==> config.mk <==
export PLATFORM = sky130hd
export DESIGN_NAME = dtlb_walk
export DESIGN_NICKNAME = d
export VERILOG_FILES = /design/src/rtl/dtlb_pkg.sv /design/src/rtl/dtlb_cam.sv /design/src/rtl/dtlb_lru.sv /design/src/rtl/dtlb_walker.sv /design/src/rtl/dtlb_walk.sv
export SDC_FILE = /design/constraint.sdc
export NUM_CORES = 1
export LEC_CHECK = 0
export BUFFER_PORTS_ARGS = -buffer_cell sky130_fd_sc_hd__buf_4
export CORE_UTILIZATION = 48
export CTS_CLUSTER_SIZE = 24
export DETAILED_ROUTE_END_ITERATION = 8
export PLACE_DENSITY = 0.86
export SKIP_LAST_GASP = 1
export SLEW_MARGIN = 20
export SYNTH_ARGS = -nofsm -noshare
export SYNTH_HDL_FRONTEND = slang
export SYNTH_HIERARCHICAL = 1
export SYNTH_SLANG_ARGS = --single-unit
==> constraint.sdc <==
create_clock -name clk_i -period 2.1 [get_ports clk_i]
set_input_delay 0.315 -clock clk_i [delete_from_list [all_inputs] [get_ports clk_i]]
set_output_delay 0.315 -clock clk_i [all_outputs]
set_load 0.03 [all_outputs]
==> src/rtl/dtlb_pkg.sv <==
package dtlb_pkg;
  localparam int unsigned ADDR_W = 32;
  localparam int unsigned OFF_W  = 12;
  localparam int unsigned VPN_W  = ADDR_W - OFF_W;
  localparam int unsigned PPN_W  = ADDR_W - OFF_W;
  localparam int unsigned PTE_W  = PPN_W + 1;  // valid bit on top

  typedef struct packed {
    logic             valid;
    logic [VPN_W-1:0] vpn;
    logic [PPN_W-1:0] ppn;
  } tlb_slot_t;
endpackage

==> src/rtl/dtlb_cam.sv <==
module dtlb_cam
  import dtlb_pkg::*;
#(
  parameter int unsigned ENTRIES = 2,
  localparam int unsigned IDX_W = (ENTRIES > 1) ? $clog2(ENTRIES) : 1
) (
  input  logic             clk_i,
  input  logic             rst_ni,
  input  logic [VPN_W-1:0] look_vpn_i,
  input  logic             wr_en_i,
  input  logic [IDX_W-1:0] wr_idx_i,
  input  logic [VPN_W-1:0] wr_vpn_i,
  input  logic [PPN_W-1:0] wr_ppn_i,
  output logic             hit_o,
  output logic [IDX_W-1:0] hit_idx_o,
  output logic [PPN_W-1:0] hit_ppn_o,
  output logic [ENTRIES-1:0] valid_o
);
  tlb_slot_t          slot_q [ENTRIES];
  logic [ENTRIES-1:0] match;

  for (genvar g = 0; g < ENTRIES; g++) begin : g_slot
    always_ff @(posedge clk_i or negedge rst_ni) begin
      if (!rst_ni) slot_q[g] <= '0;
      else if (wr_en_i && wr_idx_i == IDX_W'(g))
        slot_q[g] <= '{valid: 1'b1, vpn: wr_vpn_i, ppn: wr_ppn_i};
    end
    assign match[g]   = slot_q[g].valid && slot_q[g].vpn == look_vpn_i;
    assign valid_o[g] = slot_q[g].valid;
  end

  always_comb begin
    hit_idx_o = '0;
    hit_ppn_o = '0;
    for (int i = 0; i < ENTRIES; i++) begin
      if (match[i]) begin
        hit_idx_o = IDX_W'(i);
        hit_ppn_o = slot_q[i].ppn;
      end
    end
  end
  assign hit_o = |match;
endmodule

==> src/rtl/dtlb_lru.sv <==
module dtlb_lru #(
  parameter int unsigned ENTRIES = 2,
  localparam int unsigned IDX_W = (ENTRIES > 1) ? $clog2(ENTRIES) : 1
) (
  input  logic               clk_i,
  input  logic               rst_ni,
  input  logic               touch_en_i,
  input  logic [IDX_W-1:0]   touch_idx_i,
  input  logic [ENTRIES-1:0] valid_i,
  output logic [IDX_W-1:0]   victim_o
);
  // age 0 = most recent, ENTRIES-1 = least recent; ages stay a permutation
  logic [IDX_W-1:0] age_q [ENTRIES];
  logic [IDX_W-1:0] touched_age;

  assign touched_age = age_q[touch_idx_i];

  for (genvar g = 0; g < ENTRIES; g++) begin : g_age
    always_ff @(posedge clk_i or negedge rst_ni) begin
      if (!rst_ni) age_q[g] <= IDX_W'(g);
      else if (touch_en_i) begin
        if (touch_idx_i == IDX_W'(g))  age_q[g] <= '0;
        else if (age_q[g] < touched_age) age_q[g] <= age_q[g] + 1'b1;
      end
    end
  end

  always_comb begin
    logic found;
    found    = 1'b0;
    victim_o = '0;
    for (int i = 0; i < ENTRIES; i++) begin
      if (!found && !valid_i[i]) begin
        victim_o = IDX_W'(i);
        found    = 1'b1;
      end
    end
    for (int i = 0; i < ENTRIES; i++) begin
      if (!found && age_q[i] == IDX_W'(ENTRIES - 1)) begin
        victim_o = IDX_W'(i);
        found    = 1'b1;
      end
    end
  end
endmodule

==> src/rtl/dtlb_walker.sv <==
module dtlb_walker
  import dtlb_pkg::*;
#(
  parameter int unsigned         REFILL_CYCLES = 10,
  parameter logic [ADDR_W-1:0]   PT_BASE       = 32'h0010_0000,
  localparam int unsigned CNT_W = $clog2(REFILL_CYCLES)
) (
  input  logic              clk_i,
  input  logic              rst_ni,
  input  logic              miss_i,
  input  logic [VPN_W-1:0]  vpn_i,
  input  logic [PTE_W-1:0]  pte_i,
  output logic              busy_o,
  output logic              rd_en_o,
  output logic [ADDR_W-1:0] rd_addr_o,
  output logic              install_o,
  output logic [PPN_W-1:0]  install_ppn_o,
  output logic              fault_o
);
  typedef enum logic {ST_IDLE, ST_WALK} walk_st_e;
  walk_st_e         st_q;
  logic [CNT_W-1:0] cnt_q;
  logic             done;
  logic             fault_q;

  // first stall cycle is the miss cycle itself, rest spent in ST_WALK
  assign busy_o    = (st_q == ST_WALK);
  assign done      = busy_o && cnt_q == CNT_W'(REFILL_CYCLES - 2);
  assign rd_en_o   = miss_i || busy_o;
  assign rd_addr_o = PT_BASE + {vpn_i, 2'b00};
  assign install_o     = done && pte_i[PPN_W];
  assign install_ppn_o = pte_i[PPN_W-1:0];
  assign fault_o   = fault_q;

  always_ff @(posedge clk_i or negedge rst_ni) begin
    if (!rst_ni) begin
      st_q    <= ST_IDLE;
      cnt_q   <= '0;
      fault_q <= 1'b0;
    end else begin
      fault_q <= done && !pte_i[PPN_W];
      case (st_q)
        ST_IDLE: if (miss_i) begin
          st_q  <= ST_WALK;
          cnt_q <= '0;
        end
        ST_WALK: begin
          if (done) st_q <= ST_IDLE;
          else      cnt_q <= cnt_q + 1'b1;
        end
        default: st_q <= ST_IDLE;
      endcase
    end
  end
endmodule

==> src/rtl/dtlb_walk.sv <==
module dtlb_walk
  import dtlb_pkg::*;
#(
  parameter int unsigned       ENTRIES       = 2,
  parameter int unsigned       REFILL_CYCLES = 10,
  parameter logic [31:0]       PT_BASE       = 32'h0010_0000,
  localparam int unsigned IDX_W = (ENTRIES > 1) ? $clog2(ENTRIES) : 1
) (
  input  logic        clk_i,
  input  logic        rst_ni,
  input  logic        req_valid_i,
  input  logic [31:0] req_vaddr_i,
  output logic [31:0] paddr_o,
  output logic        ready_o,
  output logic        stall_o,
  output logic        fault_o,
  output logic        pt_rd_en_o,
  output logic [31:0] pt_rd_addr_o,
  input  logic [20:0] pt_rd_data_i
);
  logic [VPN_W-1:0]   vpn;
  logic               hit, busy, miss, install, hit_ok;
  logic [IDX_W-1:0]   hit_idx, victim, touch_idx;
  logic [PPN_W-1:0]   hit_ppn, new_ppn;
  logic [ENTRIES-1:0] valid_vec;

  assign vpn    = req_vaddr_i[ADDR_W-1:OFF_W];
  assign hit_ok = req_valid_i && hit && !busy;
  assign miss   = req_valid_i && !hit && !busy;

  dtlb_cam #(.ENTRIES(ENTRIES)) u_cam (
    .clk_i, .rst_ni,
    .look_vpn_i(vpn),
    .wr_en_i(install), .wr_idx_i(victim), .wr_vpn_i(vpn), .wr_ppn_i(new_ppn),
    .hit_o(hit), .hit_idx_o(hit_idx), .hit_ppn_o(hit_ppn), .valid_o(valid_vec)
  );

  assign touch_idx = install ? victim : hit_idx;

  dtlb_lru #(.ENTRIES(ENTRIES)) u_lru (
    .clk_i, .rst_ni,
    .touch_en_i(hit_ok || install), .touch_idx_i(touch_idx),
    .valid_i(valid_vec), .victim_o(victim)
  );

  dtlb_walker #(.REFILL_CYCLES(REFILL_CYCLES), .PT_BASE(PT_BASE)) u_walker (
    .clk_i, .rst_ni,
    .miss_i(miss), .vpn_i(vpn), .pte_i(pt_rd_data_i),
    .busy_o(busy), .rd_en_o(pt_rd_en_o), .rd_addr_o(pt_rd_addr_o),
    .install_o(install), .install_ppn_o(new_ppn), .fault_o(fault_o)
  );

  assign paddr_o = {hit_ppn, req_vaddr_i[OFF_W-1:0]};
  assign ready_o = hit_ok;
  assign stall_o = miss || busy;
endmodule

==> flow_summary.ini, run 1 <==
[status]
status = finished, violations left
failed_checks = setup timing

[global_routing]
grt_max_degree = 49
grt_overflow = 0
grt.total_usage_pct = 19.8
grt_pass1_vias = 3210
antenna_found_initial = 0
grt_pass1_wl_mm = 15.7

[route]
wl_mm = 10.3
drt_pre_antenna_iters = 4
wl_per_cell_um = 16.4
drc_errors = 0
initialDrtViolationCount = 107
detail-route-antenna-nets = 0
post_drt_via_cell_ratio = 5.04
vias = 3157

[finish]
final_nets = 547
antenna_cells = 0
syn_to_final_growth_pct = 21.5
layout_common_cells = buf_4 (112), dfrtp_1 (89), mux2_2 (79), xnor2_1 (29)
layout-drive-gt1-share_pct = 51.1
multi_input_area_um2 = 2120
fin_util_pct = 60.6
mostFrequentLayoutCell = buf_4
fillCellCount = 793
regArea_um2 = 2250

[worst_setup_path]
r2r_slack_ns = -0.07
cp.arrival_ns = 2.29
r2r_cells = 11
critPathLaunchType = flip-flop
cp-end-kind = output port
worst-setup-path-type = flip-flop to output port
critPathMaxFanout = 5
required_ns = 1.78

[sta]
rsz0062_at_grt = true
worst_slack_ns = -0.507
relSlewSlack_pct = 60.9
hold_viol = 0
post-route-period-util_pct = 124
max_freq_mhz = 384
maxSlewViolCount = 0
finalSetupViolations = 27
min_period_ns = 2.61
fin_skew_ns = 0.00678
worst_pin_slew_ns = 0.586
tns_ns = -10.80

[synth]
synth.cell_area_um2 = 4890
ys_seq_area_share_pct = 46.0
yosysTopAreaCell = dfrtp_1
synth_top_cell_area_share_pct = 45.5
yosys.cell_types.count = 40
syn_avg_cell_area_um2 = 11.7
syn_inst = 419
ys_ff_latch = 90
yosys_warnings = 6
synthTopCellsByArea = dfrtp_1 (46%), mux2_2 (18%), buf_4 (9.7%)

[power_and_ir_drop]
clockPowerShare_pct = 18.8
p_per_area_nw_per_um2 = 976
ir_drop_v = 0.000601
netSwitchingFraction_pct = 32.4
p_switching_mw = 1.88
p_int_mw = 3.92
power_frac_seq_pct = 47.3
pwr-share-comb_pct = 33.9
leakagePower_nw = 2.95

[clock_network]
path_clk_slew_ns = 0.09
clockBufferDepth = 2
h-tree-depth = 3
clkSinkCount = 90
clock_tree.root_cell = clkbuf_8
numCtsBuffers = 9
cts_tree = built
insertion_delay_ns = 0.36

[worst_hold_path]
hold_path.class = primary input to flip-flop
holdPathStages = 2

[placement]
post-place-ws_ns = -0.252
portBuffers = 88
place.gp.congestion = 0.755
hpwl_mm = 6.89

[floorplan]
start_util_pct = 49.8
die-area_um2 = 10600
ios = 124
die_h_um = 103
rows = 36
die_x_um = 103
core_um2 = 9820

[run]
max_cap_viol_count = 0
[per-layer routing]
metal	vias up	track usage [%]	part of all wire, %
met5	-	0	0
met4	0	10.4	1.5
met3	12	3.66	4.2
met2	86	33.1	51
met1	1565	24.5	44
li1	1494	-	-
[final timing paths]
path	startpoint	end
max reg2reg	u_cam/slot_q[20]	u_walker/cnt_q[0]
min	pt_rd_data_i[20]	u_walker/fault_o
max	u_cam/slot_q[71]	paddr_o[13]
min reg2reg	u_cam/valid_o[0]	u_cam/valid_o[0]
max in group asynchronous	rst_ni	u_cam/slot_q[28]
min in group asynchronous	rst_ni	u_walker/cnt_q[2]
[cell families (layout without fill, tap and decap cells)]
logic type,after synthesis,in the layout,synth area share (%)
buffers and inverters,111,175,14.0
muxes,101,101,22.8
DFF,90,90,46.0
and+or+nand+nor,59,59,7.11
xor gates and xnor gates,38,38,6.80
AOI/OAI and AO/OA,16,16,2.48
adders and majority gates,3,3,0.767
other,1,11,0.0766
[timing repair]
| action | 4_1_cts | 5_1_grt |
|---|---|---|
| endpoints found under the setup margin | 28 | 104 |
| setup buffers | 3 | 6 |
| endpoints found under the hold margin | 41 | 0 |
| hold buffers | 1 | 0 |
| gates resized for setup | 10 | 18 |
| cloned | 0 | 5 |
| pin swaps | 1 | 13 |
[per-stage QoR]
step	hold slack [ns]	area [µm²]	cells	power [mW]
global route	0.0966	5950	626	6.16
CTS	0.0873	5760	617	5.74
floorplan	0.0194	4970	429	4.10
finish	0.109	5950	626	5.80
detailed placement	0.355	5510	598	4.59
global placement	0.345	5510	598	4.45
[critical path, stage by stage, from the launching register on]
cell and delay [ns]:
dfrtp_1 0.40, xnor2_1 0.22, nand4_1 0.21, nor4_4 0.30
buf_4 0.18, buf_4 0.16, nand4_1 0.09, mux2i_1 0.18
buf_4 0.19
[state kept, by name, summed over array words and instances, names as in the netlist]
| signal | flops |
|---|---|
| u_cam/slot_q | 80 |
| u_walker/cnt_q | 4 |
| u_cam/valid_o | 2 |
| u_lru/age_q | 2 |
| u_walker/busy_o | 1 |
| u_walker/fault_o | 1 |
[final cells by class]
cell class	count	share of cell area (%)
Timing Repair Buffer	130	18.9
Multi-Input combinational cell	228	35.6
Tap cell	133	2.80
Clock buffer	11	2.55
Sequential cell	90	37.9
Inverter	29	1.83
Clock inverter	5	0.484
[cell usage after synthesis, drive strengths merged]
master,instances
o22ai,2
nand3,4
and3b,1
conb,1
xnor2,32
o21bai,1
a21bo,1
a21o,1
a222oi,1
mux2i,21
nand2,8
dfstp,1
buf,76
o21ai,2
dfrtp,89
mux2,80
a21boi,1
or2,1
ha,3
nor2,6
clkbuf,6
a21oi,5
xor2,6
o211ai,1
and3,1
nand4,28
nor4,4
a22o,1
nor2b,1
nor3b,1
nand2b,4
inv,29
[power by group through the flow]
stage	logic, mW	registers [mW]	clock network, mW
4_1_cts	1.88	2.74	1.13
6_report	1.97	2.75	1.09
2_1_floorplan	1.44	2.67	0
5_1_grt	2.13	2.83	1.20
3_3_place_gp	1.74	2.71	0
3_5_place_dp	1.83	2.77	0
(Power assumes the default switching activity.)
==> run 2: changes to the inputs <==
--- a/config.mk
+++ b/config.mk
@@ -10,6 +10,7 @@
 export CTS_CLUSTER_SIZE = 24
 export DETAILED_ROUTE_END_ITERATION = 8
 export PLACE_DENSITY = 0.86
+export REMOVE_ABC_BUFFERS = 1
 export SKIP_LAST_GASP = 1
 export SLEW_MARGIN = 20
 export SYNTH_ARGS = -nofsm -noshare
==> flow_summary.ini, run 2 (synthesis results as in run 1) <==
[power_and_ir_drop]
pwr-share-comb_pct = 33.0
p_int_mw = 4.08
power_frac_seq_pct = 46.1
ir_drop_v = 0.000478
p_switching_mw = 1.86
leakagePower_nw = 2.96
clockPowerShare_pct = 20.9
netSwitchingFraction_pct = 31.3
p_per_area_nw_per_um2 = 989

[floorplan]
start_util_pct = 49.8
ios = 124
die-area_um2 = 10600
core_um2 = 9820
die_x_um = 103
die_h_um = 103
rows = 36

[route]
detail-route-antenna-nets = 0
vias = 3263
post_drt_via_cell_ratio = 5.20
wl_per_cell_um = 16.2
drt_pre_antenna_iters = 5
wl_mm = 10.2
initialDrtViolationCount = 104
drc_errors = 0

[clock_network]
cts_tree = built
numCtsBuffers = 9
path_clk_slew_ns = 0.09
clockBufferDepth = 2
h-tree-depth = 3
clkSinkCount = 90
insertion_delay_ns = 0.36
clock_tree.root_cell = clkbuf_8

[placement]
dp.cells = 604
place.gp.congestion = 0.755
hpwl_mm = 7.14
portBuffers = 88

[finish]
fillCellCount = 800
final_nets = 549
final_cell_count_no_fill = 628
mostFrequentLayoutCell = buf_4
reg_top3 = u_cam/slot_q (80), u_walker/cnt_q (4)
layout-drive-gt1-share_pct = 50.7
antenna_cells = 0
syn_to_final_growth_pct = 22.8
regMostFlops = u_cam/slot_q
layout_common_cells = buf_4 (113), dfrtp_1 (88), mux2_2 (79), xnor2_1 (29), inv_1 (28)
largest_reg_flops = 80
fin_util_pct = 61.2

[global_routing]
grt_pass1_vias = 3296
antenna_found_initial = 0
grt_pass1_wl_mm = 16.0
grt.total_usage_pct = 20.1
grt_overflow = 0
grt_max_degree = 53

[sta]
min_period_ns = 2.59
rsz0062_at_grt = true
finalSetupViolations = 23
post-route-period-util_pct = 124
worst_slack_ns = -0.494
hold_viol = 0
maxSlewViolCount = 0
max_freq_mhz = 385
fin_skew_ns = 0.0101

[worst_setup_path]
cp-end-kind = output port
startpoint = u_cam/slot_q[65]
r2r_cells = 10
critPathLaunchType = flip-flop
worst-setup-path-type = flip-flop to output port
critPathMaxFanout = 8
required_ns = 1.78
worstReg2RegStart = u_cam/slot_q[20]
cp.arrival_ns = 2.28
r2r_end = u_walker/cnt_q[2]
r2r_slack_ns = 0.01
endpoint = paddr_o[25]

[run]
max_cap_viol_count = 0

[status]
status = finished, violations left
failed_checks = setup timing

[worst_hold_path]
hold_path.class = primary input to flip-flop
-- run 2: area by class of cell --
cell class              instances  area, µm²  area share (%)
repair buffers                132       1180            19.6
clock inverters                 2       35.0           0.583
flip-flops and latches         90       2250            37.5
inverters                      29        109            1.81
clock buffers                  14        173            2.87
multi-input cells             228       2090            34.8
well taps                     133        166            2.77
-- run 2: worst min-delay path by stage --
stage	startpoint	endpoint	slack, ns	cells after the start
2_1_floorplan	rst_ni	u_cam/slot_q[0]	0.02	0
3_3_place_gp	rst_ni	u_cam/slot_q[20]	0.13	1
3_5_place_dp	rst_ni	u_cam/slot_q[20]	0.14	1
4_1_cts	pt_rd_data_i[20]	u_walker/fault_o	0.09	2
5_1_grt	pt_rd_data_i[20]	u_walker/fault_o	0.1	2
6_report	pt_rd_data_i[20]	u_walker/fault_o	0.10	2
-- run 2: power groups by stage --
stage               combinational [mW]  sequential (mW)  clock [mW]
CTS                               1.82             2.73        1.26
global route                      2.13             2.81        1.33
detailed placement                1.81             2.76           0
finish                            1.96             2.74        1.24
global placement                  1.73             2.71           0
floorplan                         1.20             2.68           0
-- run 2: routing by layer --
| metal | share of wire, % | up-vias | global-route usage [%] |
|---|---|---|---|
| met5 | 0 | - | 0 |
| met4 | 1.4 | 0 | 8.13 |
| met3 | 4.5 | 16 | 4.54 |
| met2 | 51 | 98 | 33.3 |
| met1 | 43 | 1647 | 25.5 |
| li1 | - | 1502 | - |
-- run 2: critical path, stage by stage (launching register included) --
cell and delay (ns):
dfrtp_1 0.41, xnor2_1 0.16, nand4_1 0.17, nor4_2 0.35
buf_4 0.22, buf_12 0.13, nand4_1 0.08, mux2i_1 0.20
buf_4 0.20
-- run 2: what timing repair did --
item / CTS / global route
gates cloned: 0 / 2
gates resized for setup: 3 / 22
pin swaps: 6 / 9
endpoints found under the hold margin: 5 / 0
setup endpoints to repair: 37 / 105
setup buffers: 0 / 5
hold buffers: 1 / 0
-- run 2: per-stage QoR --
| step | setup TNS, ns | worst slack [ns] | power, mW | hold slack [ns] | cell area, µm² |
|---|---|---|---|---|---|
| floorplan | -106.70 | -1.44 | 3.88 | 0.0194 | 4360 |
| global placement | -4.71 | -0.271 | 4.44 | 0.134 | 5590 |
| detailed placement | -5.30 | -0.292 | 4.57 | 0.136 | 5590 |
| CTS | -9.77 | -0.483 | 5.81 | 0.0909 | 5820 |
| global route | -12.82 | -0.626 | 6.28 | 0.0962 | 6010 |
| finish | -9.87 | -0.494 | 5.94 | 0.102 | 6010 |
